<file path="src/rtl/inprot_pkg.sv">
package inprot_pkg;

  typedef enum logic [2:0] {
    ST_FAULT     = 3'd0,
    ST_DISABLED  = 3'd1,
    ST_COUNT_ON  = 3'd2,
    ST_FLAG_WAIT = 3'd3,
    ST_RUN       = 3'd4
  } seq_state_t;

  // strict "above threshold plus margin" compare, done one bit wider
  function automatic logic above_with_margin(logic [31:0] v, logic [31:0] thr,
                                             logic [31:0] margin);
    return {1'b0, v} > ({1'b0, thr} + {1'b0, margin});
  endfunction

  // "below threshold minus margin" without an underflowing subtraction
  function automatic logic below_with_margin(logic [31:0] v, logic [31:0] thr,
                                             logic [31:0] margin);
    return ({1'b0, v} + {1'b0, margin}) < {1'b0, thr};
  endfunction

  // delay phase ends on the cycle where the count reaches max(limit,1)
  function automatic logic delay_done(logic [31:0] cnt, logic [31:0] limit);
    return ({1'b0, cnt} + 33'd1) >= {1'b0, limit};
  endfunction

endpackage

</file>
<file path="src/rtl/win_detect.sv">
module win_detect
  import inprot_pkg::*;
#(
  parameter int CODE_W = 10
) (
  input  logic              clk,
  input  logic              rst,
  input  logic [CODE_W-1:0] vin,
  input  logic [CODE_W-1:0] uv_thr,
  input  logic [CODE_W-1:0] uv_hys,
  input  logic [CODE_W-1:0] ov_thr,
  input  logic [CODE_W-1:0] ov_hys,
  output logic              win_ok,
  output logic              uv_good_q,
  output logic              ov_trip_q
);

  logic uv_rise_ev, uv_fall_ev, ov_rise_ev, ov_fall_ev;
  logic uv_good_d, ov_trip_d;

  assign uv_rise_ev = above_with_margin(32'(vin), 32'(uv_thr), 32'(uv_hys));
  assign uv_fall_ev = vin < uv_thr;
  assign ov_rise_ev = above_with_margin(32'(vin), 32'(ov_thr), 32'd0);
  assign ov_fall_ev = below_with_margin(32'(vin), 32'(ov_thr), 32'(ov_hys));

  assign uv_good_d = uv_good_q ? !uv_fall_ev : uv_rise_ev;
  assign ov_trip_d = ov_trip_q ? !ov_fall_ev : ov_rise_ev;

  // decision on the current sample, so the sequencer reacts in one edge
  assign win_ok = uv_good_d && !ov_trip_d;

  always_ff @(posedge clk) begin
    if (rst) begin
      uv_good_q <= 1'b0;
      ov_trip_q <= 1'b0;
    end else begin
      uv_good_q <= uv_good_d;
      ov_trip_q <= ov_trip_d;
    end
  end


  uv_rise_chk: assert property (@(posedge clk) disable iff (rst)
    $rose(uv_good_q) |-> ({1'b0, $past(vin)} > ({1'b0, $past(uv_thr)} + {1'b0, $past(uv_hys)})));

  uv_fall_chk: assert property (@(posedge clk) disable iff (rst)
    $fell(uv_good_q) |-> ($past(vin) < $past(uv_thr)));

  ov_rise_chk: assert property (@(posedge clk) disable iff (rst)
    $rose(ov_trip_q) |-> ($past(vin) > $past(ov_thr)));

endmodule

</file>
<file path="src/rtl/dly_counter.sv">
module dly_counter #(
  parameter int CNT_W = 16
) (
  input  logic             clk,
  input  logic             rst,
  input  logic             clr,
  input  logic             inc,
  output logic [CNT_W-1:0] cnt
);

  localparam logic [CNT_W-1:0] CNT_MAX = {CNT_W{1'b1}};

  always_ff @(posedge clk) begin
    if (rst || clr) cnt <= '0;
    else if (inc && cnt != CNT_MAX) cnt <= cnt + 1'b1;
  end


  cnt_clear_chk: assert property (@(posedge clk) disable iff (rst)
    clr |=> (cnt == '0));

endmodule

</file>
<file path="src/rtl/seq_ctrl.sv">
module seq_ctrl
  import inprot_pkg::*;
#(
  parameter int CNT_W = 16
) (
  input  logic             clk,
  input  logic             rst,
  input  logic             win_ok,
  input  logic             en_n,
  input  logic [CNT_W-1:0] t_on,
  input  logic [CNT_W-1:0] t_start,
  input  logic [CNT_W-1:0] cnt,
  output logic             cnt_clr,
  output logic             cnt_inc,
  output seq_state_t       state,
  output logic             gate_on,
  output logic             flag_n
);

  seq_state_t state_d;
  logic on_done, start_done;

  assign on_done    = delay_done(32'(cnt), 32'(t_on));
  assign start_done = delay_done(32'(cnt), 32'(t_start));

  always_comb begin
    state_d = state;
    cnt_clr = 1'b0;
    cnt_inc = 1'b0;
    if (!win_ok) begin
      state_d = ST_FAULT;
      cnt_clr = 1'b1;
    end else if (en_n) begin
      state_d = ST_DISABLED;
      cnt_clr = 1'b1;
    end else begin
      unique case (state)
        ST_FAULT, ST_DISABLED: begin
          state_d = ST_COUNT_ON;
          cnt_clr = 1'b1;
        end
        ST_COUNT_ON: begin
          if (on_done) begin
            state_d = ST_FLAG_WAIT;
            cnt_clr = 1'b1;
          end else cnt_inc = 1'b1;
        end
        ST_FLAG_WAIT: begin
          if (start_done) begin
            state_d = ST_RUN;
            cnt_clr = 1'b1;
          end else cnt_inc = 1'b1;
        end
        ST_RUN: state_d = ST_RUN;
        default: begin
          state_d = ST_FAULT;
          cnt_clr = 1'b1;
        end
      endcase
    end
  end

  always_ff @(posedge clk) begin
    if (rst) state <= ST_FAULT;
    else     state <= state_d;
  end

  assign gate_on = (state == ST_FLAG_WAIT) || (state == ST_RUN);
  assign flag_n  = (state == ST_DISABLED)  || (state == ST_RUN);


  fault_gate_off_chk: assert property (@(posedge clk) disable iff (rst)
    !win_ok |=> !gate_on);

  fault_flag_low_chk: assert property (@(posedge clk) disable iff (rst)
    !win_ok |=> !flag_n);

  shutdown_gate_off_chk: assert property (@(posedge clk) disable iff (rst)
    en_n |=> !gate_on);

  gate_from_count_chk: assert property (@(posedge clk) disable iff (rst)
    $rose(gate_on) |-> ($past(state) == ST_COUNT_ON));

  run_from_wait_chk: assert property (@(posedge clk) disable iff (rst)
    (state == ST_RUN && $past(state) != ST_RUN) |-> ($past(state) == ST_FLAG_WAIT));

endmodule

</file>
<file path="src/rtl/inprot_seq.sv">
module inprot_seq
  import inprot_pkg::*;
#(
  parameter int CODE_W = 10,
  parameter int CNT_W  = 16
) (
  input  logic              clk,
  input  logic              rst,
  input  logic [CODE_W-1:0] vin,
  input  logic [CODE_W-1:0] uv_thr,
  input  logic [CODE_W-1:0] uv_hys,
  input  logic [CODE_W-1:0] ov_thr,
  input  logic [CODE_W-1:0] ov_hys,
  input  logic [CNT_W-1:0]  t_on,
  input  logic [CNT_W-1:0]  t_start,
  input  logic              en_n,
  output logic              gate_on,
  output logic              flag_n,
  output logic [2:0]        status
);

  logic             win_ok, uv_good_q, ov_trip_q;
  logic             cnt_clr, cnt_inc;
  logic [CNT_W-1:0] cnt;
  seq_state_t       state;

  win_detect #(.CODE_W(CODE_W)) u_win (
    .clk(clk), .rst(rst), .vin(vin),
    .uv_thr(uv_thr), .uv_hys(uv_hys), .ov_thr(ov_thr), .ov_hys(ov_hys),
    .win_ok(win_ok), .uv_good_q(uv_good_q), .ov_trip_q(ov_trip_q)
  );

  dly_counter #(.CNT_W(CNT_W)) u_cnt (
    .clk(clk), .rst(rst), .clr(cnt_clr), .inc(cnt_inc), .cnt(cnt)
  );

  seq_ctrl #(.CNT_W(CNT_W)) u_seq (
    .clk(clk), .rst(rst), .win_ok(win_ok), .en_n(en_n),
    .t_on(t_on), .t_start(t_start), .cnt(cnt),
    .cnt_clr(cnt_clr), .cnt_inc(cnt_inc), .state(state),
    .gate_on(gate_on), .flag_n(flag_n)
  );

  assign status = state;


  status_range_chk: assert property (@(posedge clk) disable iff (rst)
    status <= 3'd4);

  reset_state_chk: assert property (@(posedge clk)
    $past(rst) |-> (status == 3'd0 && !uv_good_q && !ov_trip_q));

endmodule

</file>
<file path="config.mk">
export PLATFORM = sky130hd
export DESIGN_NAME = inprot_seq
export DESIGN_NICKNAME = d
export VERILOG_FILES = /design/src/rtl/inprot_pkg.sv /design/src/rtl/win_detect.sv /design/src/rtl/dly_counter.sv /design/src/rtl/seq_ctrl.sv /design/src/rtl/inprot_seq.sv
export SDC_FILE = /design/constraint.sdc
export NUM_CORES = 1
export LEC_CHECK = 0
export BUFFER_PORTS_ARGS = -buffer_cell sky130_fd_sc_hd__buf_4
export CORE_MARGIN = 1.5
export CORE_UTILIZATION = 55
export DETAILED_ROUTE_END_ITERATION = 10
export PLACE_DENSITY = 0.79
export SYNTH_ARGS = -nofsm -noshare
export SYNTH_HDL_FRONTEND = slang
export SYNTH_SLANG_ARGS = --single-unit
export TNS_END_PERCENT = 5
</file>
<file path="constraint.sdc">
create_clock -name clk -period 4.9 [get_ports clk]
set_input_delay 0.245 -clock clk [delete_from_list [all_inputs] [get_ports clk]]
set_output_delay 0.245 -clock clk [all_outputs]
set_load 0.01 [all_outputs]
</file>
# After elaboration in Yosys (flattened, before gate mapping)
# Index checks and enable logic that the tools add are counted.
# word_totals
inputBits	85
register_bits	21
output_inout_bits	5
# op_classes
muxes	16
eq_ne	9
bitwise_logic	1
n_lt_le_gt_ge	6
addsub	4
reduce_logical	14
# op_table
op	n
greater-or-equal comparator 33 x 16 -> 1 bit	1
> comparator 10 x 33 -> 1 bit	1
less-than comparator 33 x 10 -> 1 bit	1
adder 10 x 10 -> 11 bit	2
adder 16 x 1 -> 17 bit (second input constant)	1
greater-or-equal comparator 17 x 16 -> 1 bit	1
adder 16 x 1 -> 16 bit (second input constant)	1
inequality test 16 bit (second input constant)	1
one-hot mux 3 bit (4 select lines)	1
2-to-1 mux 1 bit	11
> comparator 10 bit	1
less-than comparator 10 bit	1
equality test 3 x 2 -> 1 bit (second input constant)	2
2-to-1 mux 3 bit	2
inequality test 3 x 2 -> 1 bit (second input constant)	2
inequality test 2 x 1 -> 1 bit (second input constant)	2
AND reduction 2 bit	2
OR reduction 2 bit	2
equality test 3 x 1 -> 1 bit (second input constant)	1
equality test 3 bit (second input constant)	1
logical NOT 1 bit	3
logical NOT 3 bit	1
logical OR 1 bit	3
one-hot mux 1 bit (3 select lines)	1
other kinds (4)	5

# Depth between registers and ports, before layout
# logic_depth
depth_word	8
mapped_depth	20
mapped_depth_nobuf	18

# Hierarchy
# A second synthesis with hierarchy kept.
# unflattened
cells_unflattened	488
area_unflattened_um2	3842.4
# by_module_without_submodules
module	seq_area_each_um2	cells_per_inst	n_inst	area_per_inst_um2
win_detect	40.0	217	1	1744.2
seq_ctrl	60.1	176	1	1251.2
dly_counter	320.3	95	1	847.1

# Worst setup path before layout
# No wires, ideal clock.
# synth_timing
kind	register -> register
startpoint	reg u_cnt.cnt[0]
endpoint	reg u_cnt.cnt[2]
setup_time_ps	70
period_less_slack_ps	3805
slack_ps	1095
n_path_buf	3
t_arrival_ps	3736
path_stages_with_launch	18
cell_sequence	dfxtp_1 ha_1 nand3_2 or4_1 buf_2 nor2_1 nand3_1 xnor2_1 ha_1 nand3_1 nor2_1 a221oi_1 and4_4 nor3_1 or3b_1 buf_2 buf_6 a21oi_1
# synth_between
elab_chain_cells	7
elab_cells_between_ends	17
cone_classes	add/sub (2); order compare (2); eq/ne (1); mux (10); reduce/logical (2)
# synth_lines
item	line_no	rtl
start: declaration	dly_counter.sv:8	output logic [CNT_W-1:0] cnt
start signal: assignment	dly_counter.sv:15	else if (inc && cnt != CNT_MAX) cnt <= cnt + 1'b1;
adder 16 x 1 -> 17 bit	inprot_pkg.sv:25	return ({1'b0, cnt} + 33'd1) >= {1'b0, limit};
greater-or-equal comparator 33 x 16 -> 1 bit or greater-or-equal comparator 17 x 16 -> 1 bit (tied branches)	inprot_pkg.sv:25	
2-to-1 mux 1 bit (on tied branches)	seq_ctrl.sv:49, seq_ctrl.sv:43	
one-hot mux 1 bit (3 select lines) or one-hot mux 1 bit (2 select lines) (tied branches)	seq_ctrl.sv:37	unique case (state)
2-to-1 mux 1 bit	seq_ctrl.sv:33	end else if (en_n) begin
2-to-1 mux 1 bit	seq_ctrl.sv:30	if (!win_ok) begin
logical OR 1 bit or logical AND 1 bit (tied branches)	dly_counter.sv:14, dly_counter.sv:15	
# Parallel ways exist; a longest one is shown, timed or not.
# A chain may end at the register's enable or synchronous reset.

# Final worst setup path
# layout_timing
startpoint	reg u_cnt.cnt[0]
endpoint	reg u_cnt.cnt[12]
# Same word-level chain as after synthesis.

==> reports/results.ini <==
[status]
status=completed

[critical_path]
endpoint_kind=flop
r2r_slack_ns=0.44
setup.worst_path.start_class=flop
reg2reg_from=u_cnt.cnt[0]
arrival_ns=4.66
crit_chain=ha_1, nand3_2, or4_1, nor2_1, nand3_1, xnor2_1, ha_1, nand3_1, nor2_1, a221oi_1, and4_4, o211ai_4, buf_4, or3_2, a21oi_2
critPathRequiredTime_ns=5.11
cpLargestDelayFamily=simple AND/OR/NAND/NOR gates
crit_fanout=28
timing.rr.end=u_cnt.cnt[12]
cpMaxStageDelayCell=or4_1
crit_buf_inv=1
critPathMaxStageDelay_ns=0.70
critPathKind=flop to flop
reg2reg_depth=15

[power]
clkPwrFrac=0.191
p_leak_nw=2.23
seqPwrFrac=0.292
power_frac_comb=0.517
switching_share=0.360
power.total_mw=0.609
intPower_mw=0.390
powerDensity_mw_per_mm2=138
peakVddDrop_mv=0.0979
power.switching_mw=0.219

[synth]
synthFlopType=dfxtp_1
synth_edf_count=0
ys_ff_latch=21
seq_area_frac_synth=0.116
synthArstFlopShare=0
yosys_warnings=0
synth_area_mm2=0.00362
synthesis.nets=633
synth_cell_types=57
netlist_instances=455
syn_area_per_cell_um2=7.95

[global_route]
grt_pass1_vias=3527
grt_pass1_wl_um=14800
grt_overflow=0
grt_use_met3=0.0168
grt_max_degree=29
busiest_layer=met2
grt_use_total=0.250
antenna_found_initial=0
grtUsageMet1=0.279
grt_use_met2=0.484

[timing]
tightest_slew_ns=0.749
layout_worst_path_cycle_share=0.909
fin_skew_ns=0.00313
hold_viol_final=0
setup_viol=0
slew_viol_final=0
layout_setup_ws_ns=0.445
fin_crit_ns=4.46
fmax_mhz=224
final.setup.tns_ns=0
timing.slew.headroom=0.497
rsz0062_at_grt=false

[placement]
place_ws_ns=0.462
port_buffers=89
dp_hpwl_um=7650
gp_congestion=0.900

[floorplanning]
ios=90
rows=29
core_mm2=0.00635
chipHeight_um=84.1
initial_core_util=0.569
die_w_um=84.1
fp.dieArea_mm2=0.00707

[route]
drtPass1Iterations=4
wl_per_cell_um=14.0
drt-initial-drc-count=175
drt-vias-per-instance=5.67
vias=3524
ant_nets=0
wl_um=8690
drc_errors=0

[clocking]
cts_root_buf=clkbuf_8
cts_tree=yes
postCtsResizedCells=0
cts_max_level=1
cts_setup_buffers=0
cts_num_sinks=21
hold_buffers=0
clk_pin_slew_ns=0.08
insertion_delay_ns=0.27
numCtsBuffers=3
cts.path.max_buffers=2

[min_path]
worstHoldStart=rst
hp-class=input pin to flop
hold_depth=2
worst_hold_path.endpoint=u_win.ov_trip_q

[cells_and_area]
layout.nets=724
diodes=0
syn_to_final_growth_pct=21.6
final_layout_size_suffix_gt1_frac=0.209

[run]
max_cap_viol_count=0

==> final cells by class <==
type                            count  area [µm²]
Multi-Input combinational cell    369        2930
Fill cell                         565        1950
Timing Repair Buffer               91         683
Sequential cell                    21         420
Inverter                           60         225
Tap cell                           77        96.3
Clock buffer                        4        45.0
==> synthesized netlist by cell type (2+ instances only) <==
library cell / number / area share
or3_1: 7 / 0.012
nand2_1: 24 / 0.025
o31a_1: 2 / 0.0048
xnor2_1: 19 / 0.046
a211o_1: 3 / 0.0073
a31oi_1: 3 / 0.0052
nor3_1: 3 / 0.0042
xor2_1: 11 / 0.027
fa_1: 2 / 0.011
o21a_1: 6 / 0.012
o31ai_1: 3 / 0.0062
o21ai_0: 20 / 0.028
nor4_1: 7 / 0.012
a21o_1: 9 / 0.019
a21oi_1: 39 / 0.054
buf_6: 3 / 0.0093
a211oi_1: 9 / 0.019
nand2b_1: 10 / 0.017
nand3_1: 14 / 0.019
dfxtp_1: 21 / 0.12
a2111oi_0: 2 / 0.0048
o21ai_1: 11 / 0.015
inv_1: 60 / 0.062
and3_1: 3 / 0.0052
nand4_1: 9 / 0.016
nor2_1: 18 / 0.019
nor2b_1: 3 / 0.0052
or2_2: 3 / 0.0052
buf_2: 2 / 0.0028
ha_1: 91 / 0.31
nor3_2: 2 / 0.0055
o21bai_1: 5 / 0.010
or3_2: 6 / 0.012
a311oi_1: 2 / 0.0048
==> through the flow <==
stage | instances | hold WS (ns) | cell area [µm²] | util
2_1_floorplan | 455 | 0.317 | 3620 | -
3_3_place_gp | 618 | 0.426 | 4350 | 0.685
3_5_place_dp | 618 | 0.428 | 4350 | 0.685
4_1_cts | 622 | 0.148 | 4400 | 0.692
5_1_grt | 622 | 0.147 | 4400 | 0.692
6_report | 622 | 0.142 | 4400 | 0.692
==> cells in the final DEF (no fill, tap or decap), types with 5 or more instances in the layout <==
cell	n
ha_1	91
or3_2	6
nand3_1	14
a211oi_1	9
nand2b_1	10
a21oi_1	39
or3_1	7
nor4_1	7
xor2_1	11
nor2_1	18
o21bai_1	5
nand4_1	9
nand2_1	24
buf_4	91
o21ai_0	20
o21a_1	6
o21ai_1	11
dfxtp_1	21
xnor2_1	19
a21o_1	9
inv_1	60
==> how the worst max path moves through the flow <==
stage                            start       endpoint  slack [ns]  depth (start not counted)
after floorplan           u_cnt.cnt[0]   u_cnt.cnt[2]        1.09                         17
after global placement    u_cnt.cnt[0]  u_cnt.cnt[12]        0.53                         15
after detailed placement  u_cnt.cnt[0]  u_cnt.cnt[12]        0.46                         15
after CTS                 u_cnt.cnt[0]  u_cnt.cnt[12]        0.45                         15
after global routing      u_cnt.cnt[0]  u_cnt.cnt[12]        0.08                         15
final                     u_cnt.cnt[0]  u_cnt.cnt[12]        0.44                         15
==> state kept, by name, summed over array words and instances (netlist names) <==
name / cells
u_cnt.cnt: 16
u_seq.state: 3
u_win.uv_good_q: 1
u_win.ov_trip_q: 1
==> logic make-up (layout without fill, tap and decap cells) <==
group | Yosys count | count (layout) | synth area share
fa+ha+maj | 93 | 93 | 0.326
flops | 21 | 21 | 0.116
compound gates | 125 | 125 | 0.222
buf+inv | 65 | 155 | 0.0744
xor+xnor | 30 | 30 | 0.0727
simple gates | 120 | 120 | 0.186
mux | 1 | 1 | 0.00277
==> layer usage <==
| layer | share of wire | up-vias |
|---|---|---|
| li1 | - | 1837 |
| met1 | 0.43 | 1565 |
| met3 | 0.042 | 19 |
| met2 | 0.50 | 103 |
| met4 | 0.030 | 0 |
| met5 | 0 | - |
==> power by group through the flow <==
stage / clock [mW] / sequential, mW / combinational, mW
after floorplan: 0 / 0.182 / 0.202
after global placement: 0 / 0.182 / 0.301
after detailed placement: 0 / 0.182 / 0.313
after CTS: 0.116 / 0.178 / 0.316
after global routing: 0.121 / 0.179 / 0.360
final: 0.116 / 0.178 / 0.315
Power figures use the tool's default switching activity.
